===== config.mk =====
export PLATFORM = sky130hd
export DESIGN_NAME = cfgwin_decoder
export DESIGN_NICKNAME = d
export VERILOG_FILES = /design/src/rtl/cfgwin_pkg.sv /design/src/rtl/cfgwin_reg.sv /design/src/rtl/cfgwin_apply.sv /design/src/rtl/cfgwin_match.sv /design/src/rtl/cfgwin_decoder.sv
export SDC_FILE = /design/constraint.sdc
export NUM_CORES = 1
export LEC_CHECK = 0
export CAP_MARGIN = 10
export CORE_AREA = 2 2 125 127
export DETAILED_ROUTE_END_ITERATION = 10
export DIE_AREA = 0 0 127 129
export DONT_BUFFER_PORTS = 1
export HOLD_SLACK_MARGIN = 0.08
export PLACE_DENSITY = 0.6
export SLEW_MARGIN = 20
export SYNTH_ARGS = -nofsm -noshare
export SYNTH_HDL_FRONTEND = slang
export SYNTH_HIERARCHICAL = 1
export SYNTH_SLANG_ARGS = --single-unit

===== constraint.sdc =====
create_clock -name clk -period 8.8 [get_ports clk]
set_clock_uncertainty 0.05 [all_clocks]
set_input_delay 2.64 -clock clk [delete_from_list [all_inputs] [get_ports clk]]
set_output_delay 2.64 -clock clk [all_outputs]
set_load 0.03 [all_outputs]

===== src/rtl/cfgwin_pkg.sv =====
package cfgwin_pkg;
  typedef enum logic [1:0] {
    WLEN_FULL = 2'b00,
    WLEN_HALF = 2'b01,
    WLEN_QTR  = 2'b10,
    WLEN_RSVD = 2'b11
  } wlen_e;

  localparam int REG_DWORDS = 2;
  localparam int DW_BYTES   = 4;
endpackage


===== src/rtl/cfgwin_reg.sv =====
module cfgwin_reg
  import cfgwin_pkg::*;
#(
  parameter int          CFG_IDX_W = 6,
  parameter int          REG_IDX   = 24,
  parameter logic [63:0] RESET_VAL = 64'h0000_0000_B000_0000
) (
  input  logic                 clk,
  input  logic                 rst_n,
  input  logic                 wr_fire,
  input  logic [CFG_IDX_W-1:0] wr_idx,
  input  logic [31:0]          wr_data,
  input  logic [3:0]           wr_be,
  output logic [63:0]          reg_nxt,
  output logic                 touch
);
  logic [63:0]           reg_q;
  logic [REG_DWORDS-1:0] dw_touch;

  for (genvar d = 0; d < REG_DWORDS; d++) begin : g_dw
    logic sel;
    assign sel         = wr_fire && (wr_idx == CFG_IDX_W'(REG_IDX + d));
    assign dw_touch[d] = sel && (|wr_be);
    for (genvar b = 0; b < DW_BYTES; b++) begin : g_byte
      assign reg_nxt[d*32 + b*8 +: 8] =
        (sel && wr_be[b]) ? wr_data[b*8 +: 8] : reg_q[d*32 + b*8 +: 8];
    end
  end

  assign touch = |dw_touch;

  always_ff @(posedge clk or negedge rst_n) begin
    if (!rst_n) reg_q <= RESET_VAL;
    else        reg_q <= reg_nxt;
  end
endmodule


===== src/rtl/cfgwin_apply.sv =====
module cfgwin_apply
  import cfgwin_pkg::*;
#(
  parameter int          ADDR_W       = 36,
  parameter int          LEN_MAX_LOG2 = 28,
  parameter logic [63:0] RESET_VAL    = 64'h0000_0000_B000_0000
) (
  input  logic              clk,
  input  logic              rst_n,
  input  logic              touch,
  input  logic [63:0]       reg_nxt,
  output logic              win_en,
  output logic [ADDR_W-1:0] win_base,
  output logic [ADDR_W-1:0] win_len,
  output logic              cfg_err
);
  function automatic logic [ADDR_W-1:0] span_of(input logic [1:0] code);
    case (code)
      WLEN_FULL: return ADDR_W'(1) << LEN_MAX_LOG2;
      WLEN_HALF: return ADDR_W'(1) << (LEN_MAX_LOG2 - 1);
      default:   return ADDR_W'(1) << (LEN_MAX_LOG2 - 2);
    endcase
  endfunction

  localparam logic [ADDR_W-1:0] RST_LEN  = span_of(RESET_VAL[2:1]);
  localparam logic [ADDR_W-1:0] RST_BASE = RESET_VAL[ADDR_W-1:0] & ~(RST_LEN - ADDR_W'(1));

  wlen_e             code;
  logic [ADDR_W-1:0] cand_len;
  logic [ADDR_W-1:0] cand_base;
  logic              reserved;
  logic              unused_hi;

  assign code      = wlen_e'(reg_nxt[2:1]);
  assign reserved  = (code == WLEN_RSVD);
  assign cand_len  = span_of(reg_nxt[2:1]);
  assign cand_base = reg_nxt[ADDR_W-1:0] & ~(cand_len - ADDR_W'(1));
  assign unused_hi = ^reg_nxt[63:ADDR_W];

  always_ff @(posedge clk or negedge rst_n) begin
    if (!rst_n) begin
      win_en   <= RESET_VAL[0];
      win_base <= RST_BASE;
      win_len  <= RST_LEN;
      cfg_err  <= 1'b0;
    end else begin
      cfg_err <= touch && reserved;
      if (touch && !reserved) begin
        win_en   <= reg_nxt[0];
        win_base <= cand_base;
        win_len  <= cand_len;
      end
    end
  end
endmodule


===== src/rtl/cfgwin_match.sv =====
module cfgwin_match #(
  parameter int ADDR_W = 36
) (
  input  logic              clk,
  input  logic              rst_n,
  input  logic              lk_valid,
  output logic              lk_ready,
  input  logic [ADDR_W-1:0] lk_addr,
  output logic              res_valid,
  input  logic              res_ready,
  output logic              res_hit,
  input  logic              win_en,
  input  logic [ADDR_W-1:0] win_base,
  input  logic [ADDR_W-1:0] win_len
);
  logic [ADDR_W:0] end_excl;
  logic            in_range;

  assign end_excl = {1'b0, win_base} + {1'b0, win_len};
  assign in_range = win_en && (lk_addr >= win_base) && ({1'b0, lk_addr} < end_excl);
  assign lk_ready = !res_valid || res_ready;

  always_ff @(posedge clk or negedge rst_n) begin
    if (!rst_n) begin
      res_valid <= 1'b0;
      res_hit   <= 1'b0;
    end else if (lk_ready) begin
      res_valid <= lk_valid;
      if (lk_valid) res_hit <= in_range;
    end
  end
endmodule


===== src/rtl/cfgwin_decoder.sv =====
module cfgwin_decoder #(
  parameter int          ADDR_W       = 36,
  parameter int          CFG_IDX_W    = 6,
  parameter int          REG_IDX      = 24,
  parameter int          LEN_MAX_LOG2 = 28,
  parameter logic [63:0] RESET_VAL    = 64'h0000_0000_B000_0000
) (
  input  logic                 clk,
  input  logic                 rst_n,
  input  logic                 wr_valid,
  output logic                 wr_ready,
  input  logic [CFG_IDX_W-1:0] wr_idx,
  input  logic [31:0]          wr_data,
  input  logic [3:0]           wr_be,
  input  logic                 lk_valid,
  output logic                 lk_ready,
  input  logic [ADDR_W-1:0]    lk_addr,
  output logic                 res_valid,
  input  logic                 res_ready,
  output logic                 res_hit,
  output logic                 win_en,
  output logic [ADDR_W-1:0]    win_base,
  output logic [ADDR_W-1:0]    win_len,
  output logic                 cfg_err
);
  logic [63:0] reg_nxt;
  logic        touch;

  assign wr_ready = 1'b1;

  cfgwin_reg #(
    .CFG_IDX_W(CFG_IDX_W), .REG_IDX(REG_IDX), .RESET_VAL(RESET_VAL)
  ) u_reg (
    .clk(clk), .rst_n(rst_n), .wr_fire(wr_valid), .wr_idx(wr_idx),
    .wr_data(wr_data), .wr_be(wr_be), .reg_nxt(reg_nxt), .touch(touch)
  );

  cfgwin_apply #(
    .ADDR_W(ADDR_W), .LEN_MAX_LOG2(LEN_MAX_LOG2), .RESET_VAL(RESET_VAL)
  ) u_apply (
    .clk(clk), .rst_n(rst_n), .touch(touch), .reg_nxt(reg_nxt),
    .win_en(win_en), .win_base(win_base), .win_len(win_len), .cfg_err(cfg_err)
  );

  cfgwin_match #(.ADDR_W(ADDR_W)) u_match (
    .clk(clk), .rst_n(rst_n), .lk_valid(lk_valid), .lk_ready(lk_ready),
    .lk_addr(lk_addr), .res_valid(res_valid), .res_ready(res_ready),
    .res_hit(res_hit), .win_en(win_en), .win_base(win_base), .win_len(win_len)
  );
endmodule


# Yosys cells after proc, flatten, opt, wreduce, memory -nomap -nowiden
# Cells that the tools add are included.
# word_totals
regBits	112
elab_cells	43
output_inout_bits	78
input_bits	83
# op_classes
eq_ne	4
addsub	2
bitwise	2
muxes	6
reduce_logical	20
order_cmp	2
# op_table
op	count
$pmux W29 S2	1
$add A36 B36 Y37	1
$lt A36 B37 Y1	1
$and A36 B36 Y36	1
$ge A36 B36 Y1	1
$not A36 Y36	1
$mux W8	4
$sub A29 B1 Y30 const B	1
$logic_and A1 B1 Y1	13
$eq A6 B5 Y1 const B	2
$mux W4	1
$reduce_or A4 Y1	1
$eq A2 B1 Y1 const B	1
$eq A2 B2 Y1 const B	1
$logic_not A1 Y1	2
$logic_not A2 Y1	1
$reduce_and A2 Y1	1
$reduce_or A2 Y1	1
$logic_or A1 B1 Y1	1

# Depth between registers and ports, before layout
# Gate-level depths: netlist (run 1).
# logic_depth
ltp_word	9
depth_mapped	21
mapped_depth_nobuf	20

# By module
# The synthesis (run 1) kept the hierarchy.
# modules_own_cells
module	area_per_inst_um2	n_inst	cells_per_inst	seq_area_each_um2
cfgwin_match	3545.9	1	469	50.0
cfgwin_reg	2715.1	1	147	1605.3
cfgwin_apply	1058.5	1	103	380.4
cfgwin_decoder	11.3	1	2	0.0

# Worst setup path before layout (run 1)
# OpenSTA, ideal clock, no wires.
# synth_timing
kind	input-to-output
from	input res_ready
to	output lk_ready
arrival_ps	2946
n_path_buf	0
required_ps	6110
slack_ps	3164
path_stages	1
cell_sequence	nand2b_1
# synth_between
elab_chain_len	1
# synth_lines
element	line	source
from (decl)	cfgwin_decoder.sv:19	input logic res_ready,
$logic_or A1 B1 Y1	cfgwin_match.sv:21	assign lk_ready = !res_valid || res_ready;
to (decl)	cfgwin_decoder.sv:16	output logic lk_ready,
# Every way passes these cells.

# Final worst setup path (run 1)
# Same ends and word-level chain as after synthesis.

==> run metrics, run 1 <==
RSZ-0062 raised after global routing=false; LEAKAGE=2.49 nW; Post-DP HPWL=11.0 mm; status=finished, final reports clean; Post-Syn Instances=611; DRT antenna net count=0; Die X=127 µm; drt pass-1 iters=4; VDD IR max=172 µV; GP Congestion=0.902; Least-Margin Pin Slew=0.603 ns; Vias/cell=5.13; relative slew slack=58.7%; cells along the critical path=nand2b_1; Initial Util=34.9%; critical path class=in2out; RR Endpoint=u_match/res_hit$_DFFE_PN0P_; Hold Path Class=reg2reg; FF-to-FF setup slack=4.81 ns; min Tclk post-route=5.65 ns; number of global-route vias before repair=4034; Max-Cap Viols=0; total power=0.000657 W; Worst-Skew Late Latency=0.27 ns; syn avg cell area=8.57 µm²; Root Buffer=clkbuf_16; drt initial violations=154; diodes inserted=0; GRT Overall Usage=14.9%; Buffers & Inverters on Critical Path=0; CTS Hold Buffers Added=0; Critical Path Start=res_ready; largest net degree at the start of global routing=31; hold depth=1; crit path max-delay cell type=nand2b_1; GRT overflow=0; Ys Warns=6; die area=16400 µm²; I/O Buffers=0; global-route wire length before repair=19.8 mm; final hold violation count=0; H-tree Lvls=2; Power per Cell Area=123 nW/µm²; Routed WL=12.3 mm; DRC violations left=0; CP endpoint kind=primary output; P&R area growth vs syn=1.77%; CP endpoint=lk_ready; Max FO, Critical Path=4; wire per inst=15.4 µm; Max Clk Rate=0.177 GHz; Crit path largest cell delay=0.32 ns; CTS tree=yes; DR vias=4100; crit share post-route=64.2%; num ports=161; Post-CTS Repair Setup Buffers=0; layout net count=801; Worst Path Arrival=2.96 ns; Max Root-Sink Buffers=2; crit-path leading delay family=simple AND/OR/NAND/NOR gates; Final setup viols=0; Worst EP required=6.11 ns; Die H=129 µm; cts repair resizes=0; reg2reg path depth=15; Startpoint Class=input port; Worst-path clk slew=0.05 ns; Cell Area, Synth=5230 µm²; Core Area=15000 µm²; max-slew violation count=0; Sink Count=30; CTS buffer count=5; layout cell share with drive strength beyond 1=8.67%; row cnt=45; initial antenna violation count=0; reg2reg start=u_apply/win_base[26]$_DFFE_PN0P_; critical path depth=1; Fin Setup TNS=0 ns
per-layer routing:
metal	up-vias	global-route usage, %	wire length, µm
met1	1863	19.6	5740
met4	0	4.20	300
met2	110	24.3	5400
met5	-	0	0
li1	2108	-	-
met3	19	3.95	891
final cells by class:
cell class	instances	area, µm²
clock inverters	1	5.00
multi-input cells	524	4000
flip-flops and latches	30	759
fillers	1607	9650
clock buffers	7	143
inverters	49	184
well taps	188	235
cells in the final DEF, fill, tap and decap left out, drive strengths merged, types with 4 or more instances in the layout:
cell type and count:
conb 60, nand4 15, ha 107, o211ai 6, o21bai 6, a21oi 45
o21ai 34, nor2b 13, nand4b 5, nand3 7, nor3 9, dfrtp 23
nand2b 10, xor2 14, a211oi 7, a31oi 7, mux2 23, clkbuf 7
nand2 29, a21o 24, dfstp 7, inv 49, o21a 16, or3 4
xnor2 15, nor2 30
how the worst min path moves through the flow:
stage,start,end,slack [ns]
after floorplan,u_reg/reg_q[32]$_DFF_PN0_,u_reg/reg_q[32]$_DFF_PN0_,0.42
after detailed placement,u_reg/reg_q[34]$_DFF_PN0_,u_reg/reg_q[34]$_DFF_PN0_,0.43
after global routing,u_reg/reg_q[33]$_DFF_PN0_,u_reg/reg_q[33]$_DFF_PN0_,0.47
final,u_reg/reg_q[0]$_DFF_PN0_,u_reg/reg_q[0]$_DFF_PN0_,0.44
after global placement,u_reg/reg_q[35]$_DFF_PN0_,u_reg/reg_q[35]$_DFF_PN0_,0.43
after CTS,u_reg/reg_q[35]$_DFF_PN0_,u_reg/reg_q[35]$_DFF_PN0_,0.44
through the flow:
stage	util, %	hold slack, ns	cells	setup WS, ns	area, µm²
2_1_floorplan	-	0.415	669	3.16	5450
3_3_place_gp	34.6	0.425	791	3.15	5180
3_5_place_dp	34.6	0.428	791	3.15	5180
4_1_cts	35.6	0.442	799	3.15	5330
5_1_grt	35.6	0.466	799	3.12	5330
6_report	35.6	0.440	799	3.15	5330
sequential cells by signal, summed over array words and instances, names as in the netlist:
signal             flops
u_apply/cfg_err        1
u_apply/win_base      10
u_apply/win_en         1
u_apply/win_len        3
u_match/res_hit        1
u_match/res_valid      1
u_reg/reg_q           13
report_power, final:
group / switching (W) / leakage [nW] / internal [W]
Sequential: 0.0000207 / 0.382 / 0.000151
Clock: 0.0000527 / 0.0739 / 0.000111
Combinational: 0.000189 / 2.03 / 0.000132
worst register-to-register path, delay by kind of cell, from the launching register on:
kind / cells / cell delay (ns)
fa+ha+maj: 2 / 0.63
xor+xnor: 1 / 0.19
compound gates: 10 / 2.18
flops: 1 / 0.62
simple gates: 2 / 0.23
(Power assumes the default switching activity.)
==> run 2: changes to the inputs <==
clock period = 5.5 ns   (was 8.8 ns; I/O delays follow)
==> run metrics, run 2 (synthesis results as in run 1) <==
min Tclk post-route=3.95 ns; P&R area growth vs syn=1.77% (unchanged); Top reg by flops=u_reg/reg_q; reg2reg path depth=15 (unchanged); power share of the combinational group=48.7% (about the same); row cnt=45 (unchanged); largest registers=u_reg/reg_q (13), u_apply/win_base (10), u_apply/win_len (3); H-tree Lvls=2 (unchanged); Die H=129 µm (unchanged); Root Buffer=clkbuf_16; final hold violation count=0 (unchanged); Internal=0.000632 W (+60%); RSZ-0062 raised after global routing=false; dpl cells=791 (unchanged); GRT overflow=0 (unchanged); Core Area=15000 µm² (unchanged); status=finished, final reports clean; Placement Setup Slack=1.57 ns (-1.58 ns); CTS buffer count=5 (unchanged); die area=16400 µm² (unchanged); Largest register FFs=13 (unchanged); layout net count=801 (unchanged); Startpoint Class=flop; hold depth=1 (unchanged); drt initial violations=186 (+21%); Power per Cell Area=198 nW/µm² (+60%); Routed WL=12.4 mm (+0.62%); DRC violations left=0 (unchanged); CP endpoint kind=flop; CTS tree=yes; DRT antenna net count=0 (unchanged); num ports=161 (unchanged); Worst-Skew Late Latency=0.27 ns (about the same); global-route wire length before repair=19.9 mm (+0.70%); initial antenna violation count=0 (unchanged); Post-DP HPWL=11.0 mm (+0.70%); most common cell after layout, fill and taps aside=ha_1; largest net degree at the start of global routing=31 (unchanged); Hold Path Class=reg2reg; drt pass-1 iters=4 (unchanged); I/O Buffers=0 (unchanged); Least-Margin Pin Slew=0.548 ns (-0.0560 ns); VDD IR max=271 µV (+57%); CTS Hold Buffers Added=0 (unchanged); Final setup viols=0 (unchanged); crit share post-route=71.8%; wire per inst=15.5 µm (+0.62%); Fin Setup TNS=0 ns (unchanged); Initial Util=34.9% (unchanged); LEAKAGE=2.49 nW (unchanged); relative slew slack=62.6% (+3.8 points); DR vias=4096 (-0.098%); PnR worst setup slack=1.55 ns (-1.60 ns); Worst-path clk slew=0.05 ns (about the same); critical path class=reg2reg; Seq pwr share=26.1% (about the same); Max-Cap Viols=0 (unchanged); diodes inserted=0 (unchanged); GP Congestion=0.902 (about the same); Max Clk Rate=0.253 GHz; Die X=127 µm (unchanged); switching power=0.000422 W (+61%); Worst EP required=5.63 ns (-0.48 ns); cts repair resizes=0 (unchanged); Finished Layout Cells=799 (unchanged); Worst Path Arrival=4.08 ns (+1.12 ns); number of global-route vias before repair=4059 (+0.62%); Post-CTS Repair Setup Buffers=0 (unchanged); Sink Count=30 (unchanged); Max FO, Critical Path=5 (+1); Vias/cell=5.13 (about the same); clock power share=25.2% (+0.2 points); layout cell share with drive strength beyond 1=8.67% (unchanged); smallest hold slack=0.441 ns (+0.00151 ns); commonest non-fill, non-tap cells in the layout=ha_1 (107), conb_1 (60), inv_1 (49); max-slew violation count=0 (unchanged); Max Root-Sink Buffers=2 (unchanged); GRT Overall Usage=15.0% (+0.11 points); Switching Share=40.1% (+0.11 points)
[run 2: cell type report]
type	count	area [µm²]
well taps	188	235
inverters	49	184
multi-input cells	524	4000
clock buffers	7	143
clock inverters	1	5.00
fillers	1597	9650
flip-flops and latches	30	759
[run 2: worst paths after layout]
check                                                 startpoint                                to  slack (ns)
worst min-delay path                   u_reg/reg_q[32]$_DFF_PN0_         u_reg/reg_q[32]$_DFF_PN0_        0.44
worst max-delay path            u_apply/win_base[26]$_DFFE_PN0P_       u_match/res_hit$_DFFE_PN0P_        1.55
min in group asynchronous                                  rst_n  u_apply/win_base[30]$_DFFE_PN0P_        1.02
max in group asynchronous                                  rst_n  u_apply/win_base[28]$_DFFE_PN1P_        4.20
worst min register to register         u_reg/reg_q[32]$_DFF_PN0_         u_reg/reg_q[32]$_DFF_PN0_        0.44
worst max register to register  u_apply/win_base[26]$_DFFE_PN0P_       u_match/res_hit$_DFFE_PN0P_        1.55
[run 2: power groups by stage]
stage | Sequential (W) | Combinational, W | Clock [W]
2_1_floorplan | 0.000272 | 0.000455 | 0
3_3_place_gp | 0.000278 | 0.000470 | 0
3_5_place_dp | 0.000279 | 0.000474 | 0
4_1_cts | 0.000275 | 0.000476 | 0.000269
5_1_grt | 0.000277 | 0.000585 | 0.000278
6_report | 0.000275 | 0.000513 | 0.000266
[run 2: per-layer routing]
| layer | global-route usage (%) | vias up | share of wire (%) |
|---|---|---|---|
| li1 | - | 2100 | - |
| met1 | 19.5 | 1864 | 46 |
| met2 | 24.6 | 114 | 43 |
| met3 | 4.07 | 18 | 7.5 |
| met4 | 4.46 | 0 | 2.6 |
| met5 | 0 | - | 0 |
[run 2: worst max-delay path, cell delays in order (launching register included)]
cell,delay [ns]
dfrtp_1,0.53
ha_1,0.42
o21a_1,0.18
o21ai_0,0.14
nand2b_1,0.10
a31oi_1,0.16
o21ai_0,0.15
a21oi_1,0.20
xor2_1,0.19
ha_1,0.27
a21o_1,0.18
a2111oi_0,0.53
nand2_1,0.14
a221oi_1,0.26
a31oi_1,0.16
a21oi_1,0.18
[run 2: metrics by stage]
stage	cell area, µm²	util [%]	power (W)
floorplan	5450	-	0.000728
global placement	5180	34.6	0.000748
detailed placement	5180	34.6	0.000752
CTS	5330	35.6	0.00102
global route	5330	35.6	0.00114
finish	5330	35.6	0.00105
